`src/rtl/dsm2_pkg.sv`:
```
`timescale 1ns/1ps
package dsm2_pkg;
  // extra sum bits so that a + b - c of ACC_W-bit terms cannot overflow before clamping
  localparam int DSM2_GUARD = 2;

  typedef enum logic {
    DSM2_NEG = 1'b0,
    DSM2_POS = 1'b1
  } dsm2_level_e;
endpackage

```
`src/rtl/dsm2_integrator.sv`:
```
`timescale 1ns/1ps
module dsm2_integrator
  import dsm2_pkg::*;
#(
  parameter int ACC_W = 24
) (
  input  logic                    clk,
  input  logic                    rst_n,
  input  logic                    en,
  input  logic signed [ACC_W-1:0] add_i,
  input  logic signed [ACC_W-1:0] sub_i,
  output logic signed [ACC_W-1:0] acc_o,
  output logic signed [ACC_W-1:0] acc_nxt_o
);
  localparam int SUM_W = ACC_W + DSM2_GUARD;
  localparam logic signed [SUM_W-1:0] LIM_HI = {{(DSM2_GUARD+1){1'b0}}, {(ACC_W-1){1'b1}}};
  localparam logic signed [SUM_W-1:0] LIM_LO = {{(DSM2_GUARD+1){1'b1}}, {(ACC_W-1){1'b0}}};

  logic signed [SUM_W-1:0] sum_w;

  // next-state: wide sum, then clamp to the accumulator range
  always_comb begin
    sum_w = SUM_W'(acc_o) + SUM_W'(add_i) - SUM_W'(sub_i);
    if (sum_w > LIM_HI) begin
      acc_nxt_o = LIM_HI[ACC_W-1:0];
    end else if (sum_w < LIM_LO) begin
      acc_nxt_o = LIM_LO[ACC_W-1:0];
    end else begin
      acc_nxt_o = sum_w[ACC_W-1:0];
    end
  end

  always_ff @(posedge clk or negedge rst_n) begin
    if (!rst_n) begin
      acc_o <= '0;
    end else if (en) begin
      acc_o <= acc_nxt_o;
    end
  end
endmodule

```
`src/rtl/dsm2_quantizer.sv`:
```
`timescale 1ns/1ps
module dsm2_quantizer
  import dsm2_pkg::*;
#(
  parameter int ACC_W = 24,
  parameter int FS    = 32767
) (
  input  logic                    clk,
  input  logic                    rst_n,
  input  logic                    en,
  input  logic signed [ACC_W-1:0] loop_nxt_i,
  output logic                    bit_o,
  output logic                    vld_o,
  output logic signed [ACC_W-1:0] fb1_o,
  output logic signed [ACC_W-1:0] fb2_o
);
  localparam logic signed [ACC_W-1:0] LVL1 = ACC_W'(FS);
  localparam logic signed [ACC_W-1:0] LVL2 = ACC_W'(2 * FS);

  dsm2_level_e dec_nxt;
  dsm2_level_e dec_q;

  always_comb begin
    dec_nxt = loop_nxt_i[ACC_W-1] ? DSM2_NEG : DSM2_POS;
  end

  always_ff @(posedge clk or negedge rst_n) begin
    if (!rst_n) begin
      dec_q <= DSM2_NEG;
      vld_o <= 1'b0;
    end else begin
      vld_o <= en;
      if (en) begin
        dec_q <= dec_nxt;
      end
    end
  end

  // feedback levels follow the bit currently on the output
  always_comb begin
    bit_o = (dec_q == DSM2_POS);
    fb1_o = bit_o ? LVL1 : -LVL1;
    fb2_o = bit_o ? LVL2 : -LVL2;
  end
endmodule

```
`src/rtl/dsm2_mod.sv`:
```
`timescale 1ns/1ps
module dsm2_mod #(
  parameter int IN_W  = 16,
  parameter int ACC_W = 24
) (
  input  logic            clk,
  input  logic            rst_n,
  input  logic            en,
  input  logic [IN_W-1:0] x_in,
  output logic            bit_out,
  output logic            bit_vld
);
  localparam int FS = (2 ** (IN_W - 1)) - 1;

  logic signed [ACC_W-1:0] x_ext;
  logic signed [ACC_W-1:0] acc1;
  logic signed [ACC_W-1:0] acc1_nxt;
  logic signed [ACC_W-1:0] acc2;
  logic signed [ACC_W-1:0] acc2_nxt;
  logic signed [ACC_W-1:0] fb1;
  logic signed [ACC_W-1:0] fb2;

  always_comb begin
    x_ext = {{(ACC_W-IN_W){x_in[IN_W-1]}}, x_in};
  end

  // stage 1: input minus feedback
  dsm2_integrator #(.ACC_W(ACC_W)) int1_i (
    .clk       (clk),
    .rst_n     (rst_n),
    .en        (en),
    .add_i     (x_ext),
    .sub_i     (fb1),
    .acc_o     (acc1),
    .acc_nxt_o (acc1_nxt)
  );

  // stage 2: stage-1 state minus doubled feedback
  dsm2_integrator #(.ACC_W(ACC_W)) int2_i (
    .clk       (clk),
    .rst_n     (rst_n),
    .en        (en),
    .add_i     (acc1),
    .sub_i     (fb2),
    .acc_o     (acc2),
    .acc_nxt_o (acc2_nxt)
  );

  dsm2_quantizer #(.ACC_W(ACC_W), .FS(FS)) quant_i (
    .clk        (clk),
    .rst_n      (rst_n),
    .en         (en),
    .loop_nxt_i (acc2_nxt),
    .bit_o      (bit_out),
    .vld_o      (bit_vld),
    .fb1_o      (fb1),
    .fb2_o      (fb2)
  );
endmodule

```
`config.mk`:
```
export PLATFORM = sky130hd
export DESIGN_NAME = dsm2_mod
export DESIGN_NICKNAME = d
export VERILOG_FILES = /design/src/rtl/dsm2_pkg.sv /design/src/rtl/dsm2_integrator.sv /design/src/rtl/dsm2_quantizer.sv /design/src/rtl/dsm2_mod.sv
export SDC_FILE = /design/constraint.sdc
export NUM_CORES = 1
export LEC_CHECK = 0
export BUFFER_PORTS_ARGS = -buffer_cell sky130_fd_sc_hd__buf_2
export CORE_ASPECT_RATIO = 2
export CORE_MARGIN = 4
export CORE_UTILIZATION = 40
export CTS_CLUSTER_SIZE = 25
export DETAILED_ROUTE_END_ITERATION = 10
export GPL_TIMING_DRIVEN = 0
export PLACE_DENSITY = 0.63
export SYNTH_ARGS = -nofsm -noshare
export SYNTH_HDL_FRONTEND = slang
export SYNTH_HIERARCHICAL = 1
export SYNTH_SLANG_ARGS = --single-unit
```
`constraint.sdc`:
```
create_clock -name clk -period 5.69 [get_ports clk]
set_clock_uncertainty 0.1 [all_clocks]
set_input_delay 1.707 -clock clk [delete_from_list [all_inputs] [get_ports clk]]
set_output_delay 1.707 -clock clk [all_outputs]
set_load 0.05 [all_outputs]
```
==> results of run 1 <==
[per-stage QoR]
| stage | std cells | worst slack (ps) | utilization, % |
|---|---|---|---|
| 6_report | 1079 | 200 | 44.2 |
| 5_1_grt | 1079 | 76.7 | 44.2 |
| 4_1_cts | 1079 | 208 | 44.2 |
| 3_5_place_dp | 1071 | -92.9 | 43.2 |
| 3_3_place_gp | 1071 | -55.3 | 43.2 |
| 2_1_floorplan | 844 | 713 | - |
[how the worst max path moves through the flow]
| stage | startpoint | end | slack (ps) | cells past startpoint |
|---|---|---|---|---|
| after CTS | x_in[7] | int1_i/acc_o[3] | 210 | 17 |
| after global placement | quant_i/bit_o | int1_i/acc_o[12] | -60 | 15 |
| after floorplan | x_in[8] | int1_i/acc_o[22] | 710 | 15 |
| final | x_in[7] | int1_i/acc_o[3] | 200 | 17 |
| after detailed placement | quant_i/bit_o | int1_i/acc_o[6] | -90 | 15 |
| after global routing | x_in[7] | int1_i/acc_o[7] | 80 | 17 |
[layout make-up]
cell class	instances	area [sq um]	share of cell area, %
Timing Repair Buffer	20	100	1.34
Clock buffer	6	139	1.87
Sequential cell	50	1250	16.8
Multi-Input combinational cell	516	4410	59.3
Inverter	202	758	10.2
Buffer	76	508	6.82
Clock inverter	2	16.3	0.219
Tap cell	207	259	3.48
[critical path, stage by stage]
cell and delay (ps):
buf_2 80, inv_1 50, fa_1 530, inv_1 40, ha_1 280, buf_2 170
a21oi_1 160, nand2_1 90, o2111ai_2 270, o21ai_2 150, a221oi_4 400, o221ai_1 200
a211oi_2 580, a21bo_2 290, buf_6 160, buf_2 240, a31oi_1 130
[state kept, by name, summed over array words and instances, names as in the netlist]
signal and count:
int1_i/acc_o 24, int2_i/acc_o 24, quant_i/bit_o 1, quant_i/vld_o 1
[metal layers]
metal | track usage [%] | vias to the layer above
met3 | 1.01 | 40
li1 | - | 2759
met4 | 7.59 | 0
met1 | 16.4 | 2684
met2 | 35.9 | 91
met5 | 0 | -
==> impl_metrics.tcl, run 1 <==
set metrics [dict create \
    status "completed" \
    worst_ep_arrival_time_ps 5540 \
    num_rows 67 \
    h-tree-depth 2 \
    fin_crit_ps 5490 \
    area_growth_syn_to_layout_pct 7.50 \
    hold_ws_ps 415 \
    worst_slew_pin_slew_ps 1230 \
    fillerInstances 1695 \
    die_h_um 194 \
    diodes 0 \
    hold_path.class "reg2reg" \
    min_period_over_period_pct 96.5 \
    start_util_pct 41.1 \
    grt_max_degree 51 \
    final_layout_size_suffix_gt1_share_pct 15.8 \
    hold_buffers 0 \
    wl_met1_um 5780 \
    setup_tns_ps 0 \
    synth_area_sq_um 6920 \
    first_pass_iters 4 \
    num_vias 5574 \
    final_cell_mix "inv_1, nor2_1, a21oi_1, ha_1" \
    viasPerCell 5.17 \
    design.core.area_sq_um 16800 \
    criticalPathCategory "in2reg" \
    grt.overflow.total 0 \
    slew_violations 0 \
    fmax_mhz 182 \
    dr_wl_met3_um 258 \
    avgRoutedWirePerCell_um 15.4 \
    routed_wl_um 16700 \
    grtUsageTotal_pct 17.3 \
    syn_avg_cell_area_sq_um 8.21 \
    regToRegStartpoint "quant_i/bit_o" \
    fin_nets 990 \
    mostFrequentLayoutCell "inv_1" \
    cts_buffers 5 \
    clk_pin_slew_ps 70 \
    postRouteAntennaNets 0 \
    cts-resized-gates 1 \
    crit_required_ps 5740 \
    cts_buffer_depth 2 \
    cap_violations 0 \
    place_area_sq_um 7290 \
    insertion_delay_ps 300 \
    crit_path_max_fanout 10 \
    slew_headroom_pct 17.8 \
    setup_viol 0 \
    gp_congestion 0.874 \
    min_path_cells 1 \
    grt_pass1_vias 5660 \
    initialDrtViolationCount 153 \
    port_buffers 20 \
    cts_setup_buffers 0 \
    io_pins 21 \
    top_layer_used "met4" \
    finalHoldViolCount 0 \
    hp-start "int2_i/acc_o[0]" \
    design_area_sq_um 7440 \
    cts_root_buffer "clkbuf_16" \
    dpl.hpwl_um 13800 \
    cts_tree "done" \
    ff2ff_path_depth 14 \
    startpoint_type "input pin" \
    clock_sinks 50 \
    r2r_slack_ps 570 \
    yosysWarnings 6 \
    die-area_sq_um 19600 \
    rsz0062_at_grt "no" \
    antenna_found_initial 0 \
    hold_end "int2_i/acc_o[0]" \
    synth_cells 843 \
    dr_wl_met2_um 9940 \
    fp.dieW_um 101 \
    cp-end-kind "register" \
    grt_pass1_wl_um 27000 \
    drc 0 \
    r2r_end "int1_i/acc_o[3]" \
]
Power of run 1 is left out: the tool's default activity adds up to more than one toggle a clock period on the data nets, which glitch-free logic cannot reach.
==> inputs of run 2 (changes only) <==
--- a/config.mk
+++ b/config.mk
@@ -5,6 +5,7 @@
 export SDC_FILE = /design/constraint.sdc
 export NUM_CORES = 1
 export LEC_CHECK = 0
+export ABC_AREA = 1
 export BUFFER_PORTS_ARGS = -buffer_cell sky130_fd_sc_hd__buf_2
 export CORE_ASPECT_RATIO = 2
 export CORE_MARGIN = 4
==> run 2 against run 1 <==
  * Synthesized cell count rose by 51%
  * Critical path depth rose by 2
  * Synthesized area up 15%
  * First-iteration DRC count grew 22%
  * Critical path type is now reg2reg
  * Largest cell class unchanged
==> impl_metrics.tcl, run 2 <==
set metrics [dict create \
    cts_buffer_depth 2 \
    largest_registers "int1_i/acc_o: 24 flops, int2_i/acc_o: 24 flops" \
    cp-startpoint "quant_i/bit_o" \
    grtUsageTotal_pct 20.4 \
    ff2ff_path_depth 19 \
    clk_pin_slew_ps 70 \
    r2r_slack_ps 850 \
    cts_buffers 5 \
    clock_sinks 50 \
    fmax_mhz 207 \
    final_cell_mix "nand2_1, inv_1, nor2_1, ha_1" \
    hold_buffers 0 \
    mostFrequentLayoutCell "nand2_1" \
    h-tree-depth 2 \
    fin_cells 1561 \
    initialDrtViolationCount 187 \
    insertion_delay_ps 300 \
    cts-resized-gates 0 \
    regArea_sq_um 1250 \
    setup_viol 0 \
    grt_pass1_wl_um 35900 \
    first_pass_iters 5 \
    synth_area_sq_um 7990 \
    min_path_cells 2 \
    start_util_pct 40.9 \
    status "completed" \
    cts_setup_buffers 0 \
    avgRoutedWirePerCell_um 13.9 \
    cts_root_buffer "clkbuf_16" \
    cp-end-kind "register" \
    place_inst 1553 \
    io_pins 21 \
    grt_max_degree 51 \
    fillerInstances 2155 \
    hp-start "int2_i/acc_o[7]" \
    multi_input_area_sq_um 5090 \
    worst_slew_pin_slew_ps 1220 \
    area_growth_syn_to_layout_pct 7.78 \
    cts_tree "done" \
    port_buffers 20 \
    slew_violations 0 \
    drc 0 \
    fin_crit_ps 4840 \
    setup_tns_ps 0 \
    fin_nets 1420 \
    design.core.area_sq_um 19500 \
    grt_pass1_vias 7663 \
    cap_violations 0 \
    synth_cells 1273 \
    routed_wl_um 21700 \
    finalHoldViolCount 0 \
    dpl.hpwl_um 19200 \
    gp_congestion 0.980 \
    min_period_over_period_pct 85.1 \
    die_h_um 208 \
    diodes 0 \
    hold_ws_ps 378 \
    slew_headroom_pct 18.5 \
    final_layout_size_suffix_gt1_share_pct 12.3 \
    crit_path_max_fanout 31 \
    rsz0062_at_grt "no" \
    grt.overflow.total 0 \
    syn_avg_cell_area_sq_um 6.28 \
    startpoint_type "register" \
    yosysWarnings 6 \
    r2r_end "int1_i/acc_o[18]" \
    antenna_found_initial 0 \
    postRouteAntennaNets 0 \
    hold_end "int2_i/acc_o[7]" \
    fp.dieW_um 108 \
    die-area_sq_um 22400 \
    criticalPathCategory "reg2reg" \
    worst_ep_arrival_time_ps 4930 \
    hold_path.class "reg2reg" \
    viasPerCell 4.62 \
    regToRegStartpoint "quant_i/bit_o" \
    crit_required_ps 5780 \
    num_rows 72 \
    num_vias 7214 \
]
run 2: cell types whose count changed in the layout (fill, tap and decap cells not counted), sizes merged, moves of 12 or more:
| cell | delta |
|---|---|
| clkbuf | -13 |
| inv | +110 |
| a31oi | -15 |
| nand4 | +14 |
| a311oi | -19 |
| nand2 | +451 |
| o21ai | -16 |
| nand3 | +29 |
| a21o | -12 |
run 2: worst max path at each step:
stage / to / slack, ps / depth (start not counted)
CTS: int1_i/acc_o[18] / 740 / 19
global route: int1_i/acc_o[18] / 360 / 18
finish: int1_i/acc_o[18] / 850 / 19
floorplan: int1_i/acc_o[10] / 1560 / 18
detailed placement: int1_i/acc_o[18] / 540 / 18
global placement: int1_i/acc_o[18] / 550 / 18
run 2: final cells by class:
class | count | share of cell area (%)
Buffer | 64 | 5.61
Clock buffer | 5 | 1.45
Clock inverter | 3 | 0.799
Inverter | 312 | 13.6
Multi-Input combinational cell | 848 | 59.1
Sequential cell | 50 | 14.5
Tap cell | 259 | 3.76
Timing Repair Buffer | 20 | 1.16
run 2: worst max-delay path, cell delays in order, from the launching register on:
cell and delay (ps):
dfrtp_1 1150, inv_1 650, buf_4 310, fa_1 490
inv_1 50, ha_1 390, nand2_1 130, nor2_1 210
nand2_1 100, nor2_1 110, nand2_1 150, nand3_2 120
nand2_1 50, nand2_1 50, nand2_1 80, nand2_4 150
buf_6 190, nand2_2 60, nand2_1 120, nand2_1 60
run 2: routing by layer:
metal | routed length (um) | global-route usage, % | vias up
met5 | 0 | 0 | -
met4 | 1760 | 14.4 | 0
met3 | 273 | 1.05 | 68
met2 | 12700 | 41.7 | 113
met1 | 7030 | 17.5 | 3293
li1 | - | - | 3740
run 2: through the flow:
stage,area [sq um],utilization [%],setup WS [ps]
floorplan,8000,-,1560
global placement,8420,43.1,549
detailed placement,8420,43.1,541
CTS,8620,44.1,735
global route,8620,44.1,364
finish,8620,44.1,850
Power of run 2 is left out for the same reason.
==> inputs of run 3 (changes only) <==
--- a/config.mk
+++ b/config.mk
@@ -7,13 +7,16 @@
 export LEC_CHECK = 0
 export ABC_AREA = 1
 export BUFFER_PORTS_ARGS = -buffer_cell sky130_fd_sc_hd__buf_2
+export CELL_PAD_IN_SITES_DETAIL_PLACEMENT = 2
+export CELL_PAD_IN_SITES_GLOBAL_PLACEMENT = 2
 export CORE_ASPECT_RATIO = 2
 export CORE_MARGIN = 4
-export CORE_UTILIZATION = 40
+export CORE_UTILIZATION = 36
 export CTS_CLUSTER_SIZE = 25
 export DETAILED_ROUTE_END_ITERATION = 10
 export GPL_TIMING_DRIVEN = 0
-export PLACE_DENSITY = 0.63
+export PLACE_DENSITY = 0.8
+export REMOVE_ABC_BUFFERS = 1
 export SYNTH_ARGS = -nofsm -noshare
 export SYNTH_HDL_FRONTEND = slang
 export SYNTH_HIERARCHICAL = 1
==> run 3 against run 2 <==
  * Sequential cell count unchanged
  * Core utilization decreased by 6.5 points
  * Final area fell by 5.5%
  * First-iteration DRC count up 13%
  * Critical endpoint unchanged
  * Largest cell class unchanged
  * Highest routed layer unchanged
==> impl_metrics.tcl, run 3 (same netlist as run 2, synthesis figures left out) <==
set metrics [dict create \
    status "completed" \
    die-area_sq_um 24800 \
    worst_slew_pin_slew_ps 1190 \
    slew_headroom_pct 20.3 \
    fillerInstances 2774 \
    largest_registers "int1_i/acc_o: 24 flops, int2_i/acc_o: 24 flops" \
    h-tree-depth 2 \
    setup_viol 0 \
    cp-end-kind "register" \
    final_cell_mix "nand2_1, inv_1, nor2_1, ha_1, nand2_2" \
    finalHoldViolCount 0 \
    area_growth_syn_to_layout_pct 1.88 \
    dpl.hpwl_um 22500 \
    clock_sinks 50 \
    ff2ff_path_depth 17 \
    grt_pass1_vias 8658 \
    cts_tree "done" \
    final_layout_size_suffix_gt1_share_pct 8.15 \
    mostFrequentLayoutCell "nand2_1" \
    routed_wl_um 26500 \
    rsz0062_at_grt "no" \
    port_buffers 20 \
    num_vias 7445 \
    diodes 0 \
    antenna_found_initial 0 \
    criticalPathCategory "in2reg" \
    worst_ep_arrival_time_ps 5150 \
    grt.overflow.total 0 \
    grt_pass1_wl_um 43400 \
    fin_crit_ps 5070 \
    fmax_mhz 197 \
    cts_buffers 5 \
    regArea_sq_um 1250 \
    io_pins 21 \
    slew_violations 0 \
    postRouteAntennaNets 0 \
    drc 0 \
    startpoint_type "input pin" \
    design.core.area_sq_um 21700 \
    gp_congestion 0.904 \
    crit_required_ps 5770 \
    cts-resized-gates 0 \
    insertion_delay_ps 310 \
    viasPerCell 4.92 \
    fp.dieW_um 113 \
    cts_buffer_depth 2 \
    num_rows 76 \
    multi_input_area_sq_um 5090 \
    place_inst 1504 \
    min_path_cells 2 \
    cts_root_buffer "clkbuf_16" \
    initialDrtViolationCount 212 \
    cap_violations 0 \
    hold_path.class "reg2reg" \
    fin_nets 1357 \
    hold_end "int2_i/acc_o[5]" \
    r2r_end "int1_i/acc_o[18]" \
    start_util_pct 36.9 \
    cts_setup_buffers 0 \
    die_h_um 219 \
    grtUsageTotal_pct 22.4 \
    grt_max_degree 52 \
    first_pass_iters 4 \
    fin_cells 1512 \
    clk_pin_slew_ps 80 \
    hp-start "int2_i/acc_o[5]" \
    r2r_slack_ps 1260 \
    crit_path_max_fanout 23 \
    hold_buffers 0 \
    regToRegStartpoint "quant_i/bit_o" \
    min_period_over_period_pct 89.1 \
    avgRoutedWirePerCell_um 17.5 \
]
-- run 3: routing by layer --
metal / wire length (um) / global-route usage (%) / share of wire, % / up-vias
met5: 0 / 0 / 0 / -
met4: 1360 / 11.2 / 5.1 / 0
met3: 204 / 1.08 / 0.77 / 43
met2: 16100 / 48.0 / 61 / 63
met1: 8820 / 20.0 / 33 / 3729
li1: - / - / - / 3610
-- run 3: stage by stage --
step / cell area [sq um] / utilization [%] / worst slack (ps) / setup TNS [ps] / hold slack (ps)
global placement: 7960 / 36.7 / -491 / -19630 / 361
global route: 8140 / 37.6 / 510 / 0 / 421
finish: 8140 / 37.6 / 619 / 0 / 386
CTS: 8140 / 37.6 / 608 / 0 / 391
floorplan: 7510 / - / 532 / 0 / 349
detailed placement: 7980 / 36.8 / 290 / 0 / 370
-- run 3: worst max-delay path: stages --
cell and delay (ps):
buf_2 80, inv_1 70, fa_1 550, inv_1 50
ha_1 350, nand2_1 160, inv_1 50, a21oi_1 440
nand3_1 420, nand2_1 250, nand3_2 110, nand2_1 90
nand2_1 130, nand2_4 330, nand2_2 80, nand2_1 140
nand2_1 100
-- run 3: how the worst max path moves through the flow --
stage                  start                to  cells after the start
2_1_floorplan  quant_i/bit_o   int1_i/acc_o[0]                     17
3_3_place_gp   quant_i/bit_o  int1_i/acc_o[18]                     17
3_5_place_dp         x_in[8]  int1_i/acc_o[18]                     17
4_1_cts              x_in[8]  int1_i/acc_o[18]                     17
5_1_grt              x_in[8]  int1_i/acc_o[18]                     17
6_report             x_in[8]  int1_i/acc_o[18]                     17
-- run 3: cell type report --
class | count | share of cell area, %
timing repair buffer | 21 | 1.47
multi-input combinational | 848 | 62.5
clock buffer | 6 | 1.58
inverter | 312 | 14.4
tap | 273 | 4.19
sequential | 50 | 15.4
clock inverter | 2 | 0.461
Power of run 3 is left out for the same reason.
